===== src/rtl/cond_gate_pkg.sv =====
package cond_gate_pkg;

  localparam int CODE_W = 4;

  typedef enum logic [CODE_W-1:0] {
    CC_ZS  = 4'd0,  CC_ZC  = 4'd1,  CC_CS  = 4'd2,  CC_CC  = 4'd3,
    CC_NS  = 4'd4,  CC_NC  = 4'd5,  CC_VS  = 4'd6,  CC_VC  = 4'd7,
    CC_UHI = 4'd8,  CC_ULS = 4'd9,  CC_SGE = 4'd10, CC_SLT = 4'd11,
    CC_SGT = 4'd12, CC_SLE = 4'd13, CC_ALW = 4'd14, CC_UNC = 4'd15
  } cc_code_e;

  typedef struct packed {
    logic n;
    logic z;
    logic c;
    logic v;
  } flag_set_t;

endpackage


===== src/rtl/cond_gate_flags.sv =====
module cond_gate_flags
  import cond_gate_pkg::*;
#(
  parameter int STATUS_W = 32
) (
  input  logic [STATUS_W-1:0] status_i,
  output flag_set_t           flags_o
);
  localparam int NFLAGS = 4;
  localparam int TOP    = STATUS_W - 1;
  localparam int LOW    = STATUS_W - NFLAGS;

  logic [NFLAGS-1:0] picked;

  // flags occupy the top nibble, N highest
  for (genvar g = 0; g < NFLAGS; g++) begin : g_pick
    assign picked[g] = status_i[LOW + g];
  end

  assign flags_o = flag_set_t'(picked);

  logic unused_low;
  assign unused_low = ^status_i[LOW-1:0];

  always_comb begin
    a_r1_top_bit_is_n: assert (flags_o.n === status_i[TOP] || $isunknown(status_i[TOP]));
  end
endmodule


===== src/rtl/cond_gate_field.sv =====
module cond_gate_field
  import cond_gate_pkg::*;
#(
  parameter int          INSTR_W      = 32,
  parameter int          HALF_W       = 16,
  parameter logic [3:0]  BRANCH_CLASS = 4'hD
) (
  input  logic               compact_i,
  input  logic [INSTR_W-1:0] instr_i,
  output cc_code_e           code_o,
  output logic               applies_o
);
  localparam int WIDE_LSB  = INSTR_W - CODE_W;
  localparam int CLASS_LSB = HALF_W - CODE_W;
  localparam int HALF_LSB  = CLASS_LSB - CODE_W;

  logic [CODE_W-1:0] wide_code;
  logic [CODE_W-1:0] half_code;
  logic [CODE_W-1:0] half_class;
  logic              is_branch;

  assign wide_code  = instr_i[INSTR_W-1:WIDE_LSB];
  assign half_class = instr_i[HALF_W-1:CLASS_LSB];
  assign half_code  = instr_i[CLASS_LSB-1:HALF_LSB];
  assign is_branch  = (half_class == BRANCH_CLASS);

  always_comb begin
    if (compact_i) begin
      code_o    = cc_code_e'(half_code);
      applies_o = is_branch;
    end else begin
      code_o    = cc_code_e'(wide_code);
      applies_o = 1'b1;
    end
  end

  logic unused_bits;
  assign unused_bits = ^{instr_i[WIDE_LSB-1:HALF_W], instr_i[HALF_LSB-1:0]};

  always_comb begin
    a_r8_wide_always_applies: assert (compact_i || applies_o);
  end
endmodule


===== src/rtl/cond_gate_table.sv =====
module cond_gate_table
  import cond_gate_pkg::*;
(
  input  cc_code_e  code_i,
  input  flag_set_t flags_i,
  output logic      pass_o
);
  logic sign_ok;
  logic above;

  assign sign_ok = (flags_i.n == flags_i.v);
  assign above   = flags_i.c & ~flags_i.z;

  always_comb begin
    unique case (code_i)
      CC_ZS:  pass_o =  flags_i.z;
      CC_ZC:  pass_o = ~flags_i.z;
      CC_CS:  pass_o =  flags_i.c;
      CC_CC:  pass_o = ~flags_i.c;
      CC_NS:  pass_o =  flags_i.n;
      CC_NC:  pass_o = ~flags_i.n;
      CC_VS:  pass_o =  flags_i.v;
      CC_VC:  pass_o = ~flags_i.v;
      CC_UHI: pass_o =  above;
      CC_ULS: pass_o = ~above;
      CC_SGE: pass_o =  sign_ok;
      CC_SLT: pass_o = ~sign_ok;
      CC_SGT: pass_o =  sign_ok & ~flags_i.z;
      CC_SLE: pass_o = ~sign_ok |  flags_i.z;
      default: pass_o = 1'b1;
    endcase
  end
endmodule


===== src/rtl/cond_gate.sv =====
module cond_gate
  import cond_gate_pkg::*;
#(
  parameter int INSTR_W  = 32,
  parameter int HALF_W   = 16,
  parameter int STATUS_W = 32
) (
  input  logic                compact_i,
  input  logic [INSTR_W-1:0]  instr_i,
  input  logic [STATUS_W-1:0] status_i,
  output logic                pass_o,
  output logic                uncond_o
);
  cc_code_e  code;
  logic      applies;
  flag_set_t flags;
  logic      tbl_pass;

  cond_gate_field #(
    .INSTR_W      (INSTR_W),
    .HALF_W       (HALF_W),
    .BRANCH_CLASS (4'hD)
  ) u_field (
    .compact_i (compact_i),
    .instr_i   (instr_i),
    .code_o    (code),
    .applies_o (applies)
  );

  cond_gate_flags #(.STATUS_W(STATUS_W)) u_flags (
    .status_i (status_i),
    .flags_o  (flags)
  );

  cond_gate_table u_table (
    .code_i  (code),
    .flags_i (flags),
    .pass_o  (tbl_pass)
  );

  assign pass_o   = applies ? tbl_pass : 1'b1;
  assign uncond_o = applies & (code == CC_UNC);

  always_comb begin
    a_r7_uncond_implies_pass: assert (!uncond_o || pass_o);
    a_r6_code14_passes: assert (!(applies && code == CC_ALW) || (pass_o && !uncond_o));
    a_r10_plain_half_passes: assert (!(compact_i && !applies) || (pass_o && !uncond_o));
    a_r4_sign_pair: assert (!(applies && code == CC_SGE) || (pass_o == (flags.n == flags.v)));
  end
endmodule


===== config.mk =====
export PLATFORM = sky130hd
export DESIGN_NAME = cond_gate
export DESIGN_NICKNAME = d
export VERILOG_FILES = /design/src/rtl/cond_gate_pkg.sv /design/src/rtl/cond_gate_flags.sv /design/src/rtl/cond_gate_field.sv /design/src/rtl/cond_gate_table.sv /design/src/rtl/cond_gate.sv
export SDC_FILE = /design/constraint.sdc
export NUM_CORES = 1
export LEC_CHECK = 0
export ABC_AREA = 0
export BUFFER_PORTS_ARGS = -buffer_cell sky130_fd_sc_hd__buf_2
export CORE_AREA = 2 2 39 41
export DETAILED_ROUTE_END_ITERATION = 8
export DIE_AREA = 0 0 41 43
export PLACE_DENSITY = 0.78
export REMOVE_ABC_BUFFERS = 1
export SYNTH_ARGS = -nofsm -noshare
export SYNTH_HDL_FRONTEND = slang
export SYNTH_SLANG_ARGS = --single-unit

===== constraint.sdc =====
create_clock -name vclk -period 4.2
set_clock_uncertainty 0.2 [all_clocks]
set_input_delay 1.26 -clock vclk [all_inputs]
set_output_delay 1.26 -clock vclk [all_outputs]
set_load 0.005 [all_outputs]

* Yosys cells after proc, flatten, opt, wreduce, memory -nomap -nowiden
Cells that the tools add are included.
W data, S select, Z words.
** Cells by class
- $add $sub $neg :: 0
- $mul :: 0
- Div/mod/pow operators :: 0
- Order comparisons :: 0
- Equal/unequal tests :: 16
- Shift-type cells :: 0
- Multiplexer cells :: 4
- Bitwise logic cells :: 10
- Reduce and logical (&&, ||, !) cells :: 1
** Operator list (count)
- $eq A4 B4 Y1 const B :: 8
- $eq A4 B3 Y1 const B :: 4
- $pmux W1 S14 :: 1
- $eq A4 B2 Y1 const B :: 2
- $not A1 Y1 :: 6
- $eq A4 B1 Y1 const B :: 1
- $logic_not A4 Y1 :: 1
- $mux W4 :: 1
- $and A1 B1 Y1 :: 3
- $mux W1 :: 2
- $eq A1 B1 Y1 :: 1
- $or A1 B1 Y1 :: 1
** Storage, ports and cells
- Register bits :: 0
- Bits in latches :: 0
- Bits in writable memories :: 0
- Bits in read-only memories :: 0
- Input bits :: 65
- Output and inout port bits :: 2
- Word-level logic and storage cells :: 31
- Memories kept :: 0

* Depth between registers and ports, before layout
Gate-level depths: netlist of the first run.
- Word-level depth :: 5
- Depth in mapped cells :: 6
- Depth with buffers taken out :: 5

* Hierarchy
A second synthesis of the first run with hierarchy kept.
** Unflattened totals
- Cell total of the unflattened synthesis :: 38
- Area, all modules :: 284.0 sq um
** Modules (own cells, without submodules)
- cond_gate_table :: times used 1, cells an instance 24, area each 177.7 sq um, seq. area each 0.0 sq um
- cond_gate_field :: times used 1, cells an instance 6, area each 57.6 sq um, seq. area each 0.0 sq um
- cond_gate_flags :: times used 1, cells an instance 4, area each 30.0 sq um, seq. area each 0.0 sq um
- cond_gate :: times used 1, cells an instance 4, area each 18.8 sq um, seq. area each 0.0 sq um

* Worst setup path before layout of the first run
OpenSTA, ideal clock, no wires.
- Kind :: input-to-output
- Start point :: in compact_i
- End point :: out pass_o
- Arrival :: 2.307 ns
- Required time :: 2.740 ns
- Slack :: 0.433 ns
- Stages :: 6
- Path buffers :: 1
- Path through :: buf_6 > mux2i_4 > xor2_1 > a211o_1 > and3_1 > o221ai_2
** Between the ends
- Cells in the longest elaborated chain, start to end :: 4
- Elaborated cells between the ends (all ways) :: 18
- Those cells by class :: 13 x eq/ne; 4 x mux; 1 x reduce/logical
** Ends and longest elaborated chain
- start, declared :: line cond_gate.sv:8 : input logic compact_i,
- $mux W4 :: line cond_gate_field.sv:28 : if (compact_i) begin
- $eq A4 B4 Y1, or another cell as far along :: line cond_gate_table.sv:15 : unique case (code_i)
- $pmux W1 S14 :: line cond_gate_table.sv:15
- $mux W1 * :: line cond_gate.sv:41 : assign pass_o = applies ? tbl_pass : 1'b1;
- end, declared :: line cond_gate.sv:11 : output logic pass_o,
Every way passes the cells marked *; elsewhere a longest branch is shown, timed or not.

* Worst setup path after layout of the first run
Same ends and word-level chain as after synthesis.

==> summary.txt, run 1 <==
Status
  – Status: finished, final reports clean

STA
  – Fmax: 244.8 MHz
  – Worst-Margin Slew: 0.5113 ns
  – Final hold vios: 0
  – TNS Setup: 0 ns
  – Worst slew margin relative to its limit: between 60% and 70%
  – Minimum clock period: about 4.1 ns
  – Slew Limit Fails: 0
  – Setup violations, final: 0
  – RSZ-0062 raised after global routing: false
  – Tcrit/Tclk final: around 97%

Yosys
  – Mux cell area share after synthesis: 9.774%
  – Largest family of logic cells by synthesized area: compound AO/OA/AOI/OAI gates
  – Adder-cell share of the synthesized area: 0%
  – Area contributors post-synth: xnor2_1 11%, mux2i_4 6.8%, nand3b_1 6.8%
  – Cell taking the most area after synthesis: xnor2_1
  – Syn Std Cell Area: 332.8 µm²
  – Post-synthesis xor/xnor area fraction: between 10% and 20%
  – Yosys cell types: 26
  – Sequential share of the synthesized area: 0%
  – Ys Warns: 0
  – Post-synthesis compound-gate area fraction: a little under two fifths
  – Yosys top cell area share: 10.53%
  – Syn avg cell area: between 7 and 8 µm²
  – Cell count after synthesis: 46
  – Simple-Gate Fraction of Synth Area: 30.83%

Placement
  – Gpl congestion: 0.7537
  – # port buffers: 19
  – Hpwl dp: 740 µm

Global routing
  – Vias in the first global route: 366
  – Initial antenna violation count: 0
  – Grt ovf: 0
  – First-pass GRT wire length: 1.400 mm
  – Global-route usage over all layers: 10.49%
  – Pin count of the biggest net entering global routing: 12

Layout
  – Leading cell type in the layout, fill and taps excluded: buf_2
  – Seq cells: 0
  – ANT cells: 0
  – Layout area overhead: 34.21%
  – Core Util, Final: about a third
  – Nets@finish: 132
  – Register area: 0 µm²
  – Share of cells above drive strength 1: between 30% and 40%
  – Layout fillers: 161
  – Commonest non-fill, non-tap cells in the layout: 19 x buf_2, 5 x nand2_1, 4 x inv_1, 4 x xnor2_1
  – CLK BUF: 0

CTS
  – Post-CTS Resized: 0
  – CTS Hold Bufs: 0

Power and ir drop
  – Maximum vdd drop: 0.03394 mV
  – Combinational power share: between 90% and 100%
  – Cell internal pwr: about 0.000025 W
  – Leak Pwr: 0.1966 nW
  – PD cells: 108.0 mW/mm²
  – Switching part of the total: 49.18%
  – P_sw: around 0.000024 W
  – Seq pwr share: 0%
  – Clock power share: 0%

Job
  – Max_cap viols: 0

Setup path
  – Critical path's most frequent cell: buf_2
  – Required @ worst endpoint: 2.74 ns
  – CP cell instances: buf_2, mux2i_4, buf_4, xnor2_1, nand2_1, and3_1, o221ai_2, buf_2
  – WP data arrival: 2.63 ns
  – WS Path Type: in2out
  – Critical Path Fanout Max: 11
  – Critical path buffers and inverters: 3
  – CP Capture Type: primary output
  – Cell family with most CP delay: buffers and inverters
  – Worst stage delay on the critical path: 0.33 ns
  – CP Launch Type: primary input
  – Slowest cell on the critical path: mux2i_4

Floorplan
  – Ports: 67
  – Die span in y: approximately 43 µm
  – Width of the chip: 41 µm
  – Die ar.: 0.001763 mm²
  – Initial Util: 24.05%
  – Placeable Area: 0.001384 mm²
  – # rows: 14

Routing
  – Residual DRC count: 0
  – DRT Pass-1 Iters: 4
  – WL final: 830 µm
  – Via density: 5.000
  – Final ANT Viol Nets: 0
  – Starting DRT DRC Count: 5
  – Avg WL per Cell: 10.25 µm
  – Vias: 405

Worst hold path
  – WHS Endpoint: pass_o
  – Hold Path Class: in2out
  – Min-Delay Path Depth: 4
  – HP Start: status_i[30]
layer usage:
layer,global-route usage (%),part of all wire [%],vias to the layer above
met4,0,0,0
li1,-,-,213
met5,0,0,-
met1,13.92,44,178
met3,0,6.9,0
met2,19.06,49,14
synth_stat cells:
cell	count
a32oi_1	1
a2bb2oi_1	1
a21oi_1	2
nand2b_1	3
nor2_1	2
o21ai_0	1
a211oi_2	1
o32ai_1	1
inv_1	4
o32a_1	1
buf_6	1
nand3_1	1
mux2i_4	1
nand4b_1	1
buf_2	1
xor2_1	1
xnor2_1	4
a211o_1	2
mux2i_1	1
and3_1	1
a221oi_1	1
nor3_1	3
o31a_1	2
o221ai_2	1
nand3b_1	3
nand2_1	5
metrics by stage:
step	power [W]	hold WS (ns)	setup slack (ns)	cells	cell area (µm²)
after floorplan	0.00002754	2.462	0.5546	44	316.6
after global placement	0.00004608	2.747	0.07721	80	439.2
after detailed placement	0.00004759	2.738	0.07693	80	439.2
after CTS	0.00004779	2.741	0.07394	80	439.2
after global routing	0.00005342	2.766	0.009909	81	446.7
final	0.00004824	2.737	0.1148	81	446.7
cell families (layout without fill, tap and decap cells):
family                    after synthesis  in the layout
and+or+nand+nor                        19             19
AOI/OAI and AO/OA                      14             14
buffers and inverters                   6             25
xor gates and xnor gates                5              5
muxes                                   2              2
tightest hold or removal path: stages:
cell      delay (ns)
buf_2           0.11
a221oi_1        0.08
o221ai_2        0.11
buf_2           0.11
power by group through the flow:
stage	Sequential [W]	Combinational, W	Clock (W)
after floorplan	0	0.0000275	0
after global placement	0	0.0000461	0
after detailed placement	0	0.0000476	0
after CTS	0	0.0000478	0
after global routing	0	0.0000534	0
final	0	0.0000482	0
final cells by class:
class / count / area [µm²] / area share [%]
inverters: 4 / 15.01 / 3.361
repair buffers: 21 / 110.1 / 24.65
well taps: 16 / 20.02 / 4.482
multi-input cells: 40 / 301.5 / 67.51
how the worst max path moves through the flow:
| stage | cells past startpoint | from | endpoint | slack (ns) |
|---|---|---|---|---|
| floorplan | 5 | compact_i | pass_o | 0.55 |
| global placement | 7 | compact_i | pass_o | 0.08 |
| detailed placement | 7 | compact_i | pass_o | 0.08 |
| CTS | 7 | compact_i | pass_o | 0.07 |
| global route | 8 | compact_i | pass_o | 0.01 |
| finish | 8 | compact_i | pass_o | 0.11 |
timing repair:
action                                  in CTS  in global routing
endpoints found under the setup margin       0                  1
buffers inserted                             0                  1
endpoints found under the hold margin        0                  0
(Power assumes the default switching activity.)
==> run 2: changes to the inputs <==
Settings changed: SETUP_SLACK_MARGIN set to 0.15.
==> run 2 against run 1 <==
Compared with the run above:
- flip-flop and latch count unchanged
- global-route usage increased by 0.30 points
- worst hold slack about the same
- largest power group unchanged
- sequential share of layout area is the same
==> summary.txt, run 2 (synthesis results as in run 1) <==
Status
  – Status: finished, final reports clean

Placement
  – Hpwl dp: 740 µm (unchanged)
  – # port buffers: 19 (unchanged)
  – Gpl congestion: 0.7537 (unchanged)
  – Pre-CTS WS: 0.07693 ns (unchanged)

Routing
  – Avg WL per Cell: 10.41 µm (+1.6%)
  – DRT Pass-1 Iters: 4 (unchanged)
  – Final ANT Viol Nets: 0 (unchanged)
  – Via density: 5.000 (unchanged)
  – Starting DRT DRC Count: 5 (unchanged)
  – WL final: 864 µm (+4.1%)
  – M1 WL: 376 µm (+3.9%)
  – Routed wl met2: 425 µm (+3.7%)
  – Vias: 415 (+2.5%)
  – Residual DRC count: 0 (unchanged)
  – Top sig layer: met3
  – Met3 WL: 62 µm (+8.8%)

STA
  – Slew Limit Fails: 0 (unchanged)
  – Fmax: 252.6 MHz (+3.2%)
  – TNS Setup: 0 ns (unchanged)
  – Tcrit/Tclk final: 94.26% (-3.0 points)
  – Final hold vios: 0 (unchanged)
  – Setup WS post-layout: 0.2410 ns (+0.1262 ns)
  – Minimum clock period: 3.959 ns (-0.1262 ns)
  – RSZ-0062 raised after global routing: false
  – Setup violations, final: 0 (unchanged)
  – Worst-Margin Slew: 0.3638 ns (-0.1475 ns)
  – Worst slew margin relative to its limit: 75.67% (+10 points)

Layout
  – Layout area overhead: 41.73%
  – CLK BUF: 0 (unchanged)
  – Commonest non-fill, non-tap cells in the layout: 18 x buf_2, 5 x nand2_1, 4 x inv_1, 4 x xnor2_1, 4 x buf_4
  – Leading cell type in the layout, fill and taps excluded: buf_2
  – Register area: 0 µm² (unchanged)
  – Seq cells: 0 (unchanged)
  – Nets@finish: 134 (+1.5%)
  – Share of cells above drive strength 1: 38.81% (+1.9 points)
  – ANT cells: 0 (unchanged)

Setup path
  – Critical Path Fanout Max: 11 (unchanged)
  – CP Capture Type: primary output
  – WS Path Type: in2out
  – Required @ worst endpoint: 2.74 ns (about the same)
  – CP Launch Type: primary input
  – WP data arrival: 2.50 ns (-0.13 ns)

Floorplan
  – Initial Util: 24.05% (unchanged)
  – Width of the chip: 41 µm (unchanged)
  – Die ar.: 0.001763 mm² (unchanged)
  – Placeable Area: 0.001384 mm² (unchanged)
  – # rows: 14 (unchanged)
  – Ports: 67 (unchanged)
  – Die span in y: 43 µm (unchanged)

Power and ir drop
  – PD cells: 110.0 mW/mm² (+1.8%)
  – Leak Pwr: 0.2091 nW (+6.4%)
  – Maximum vdd drop: 0.03717 mV (+9.5%)

Global routing
  – First-pass GRT wire length: 1.442 mm (+3.0%)
  – Pin count of the biggest net entering global routing: 12 (unchanged)
  – Initial antenna violation count: 0 (unchanged)
  – Grt ovf: 0 (unchanged)
  – Vias in the first global route: 374 (+2.2%)
  – Global-route usage over all layers: 10.79% (+0.30 points)

CTS
  – CTS Hold Bufs: 0 (unchanged)

Job
  – Max_cap viols: 0 (unchanged)

Worst hold path
  – Hold Path Class: in2out
run 2: cell types whose count changed in the layout (fill, tap and decap cells not counted):
cell / previous run / this run
o21ai_0: 1 / 0
buf_8: 0 / 1
buf_2: 19 / 18
o21ai_1: 0 / 1
buf_4: 2 / 4
run 2: timing repair:
action,CTS,global route
pin swaps,0,3
cloned,0,0
resized for setup,1,3
endpoints found under the setup margin,1,1
buffers inserted,1,2
run 2: cell type report:
class | count | area, µm²
well taps | 16 | 20.02
repair buffers | 23 | 135.1
inverters | 4 | 15.01
fillers | 159 | 912.1
multi-input cells | 40 | 301.5
run 2: per-layer routing:
metal	vias to the layer above	track usage, %
met4	0	0
met2	16	19.38
met5	-	0
li1	217	-
met3	0	0
met1	182	14.56
run 2: worst paths after layout:
| check | to | slack, ns | startpoint | cells past startpoint |
|---|---|---|---|---|
| hold / removal | pass_o | 2.74 | status_i[30] | 4 |
| setup / recovery | pass_o | 0.24 | compact_i | 7 |
run 2: worst max-delay path, stage by stage:
cell,delay [ns]
buf_8,0.11
mux2i_4,0.29
xnor2_1,0.11
a211o_1,0.27
a211oi_2,0.22
o221ai_2,0.11
buf_2,0.14
run 2: stage by stage:
step           instance area [µm²]   power (W)  std cells  hold WS [ns]  utilization [%]
6_report                     471.7  0.00005188         83         2.737            34.09
5_1_grt                      471.7  0.00005700         83         2.766            34.09
4_1_cts                      449.2  0.00004909         81         2.741            32.46
3_5_place_dp                 439.2  0.00004759         80         2.738            31.74
3_3_place_gp                 439.2  0.00004608         80         2.747            31.74
2_1_floorplan                316.6  0.00002754         44         2.462                -
run 2: report_power, final:
| group | internal, W | switching, W | leakage, nW |
|---|---|---|---|
| Combinational | 0.0000275 | 0.0000244 | 0.209 |
| Clock | 0 | 0 | 0 |
| Sequential | 0 | 0 | 0 |
| Total | 0.0000275 | 0.0000244 | 0.209 |
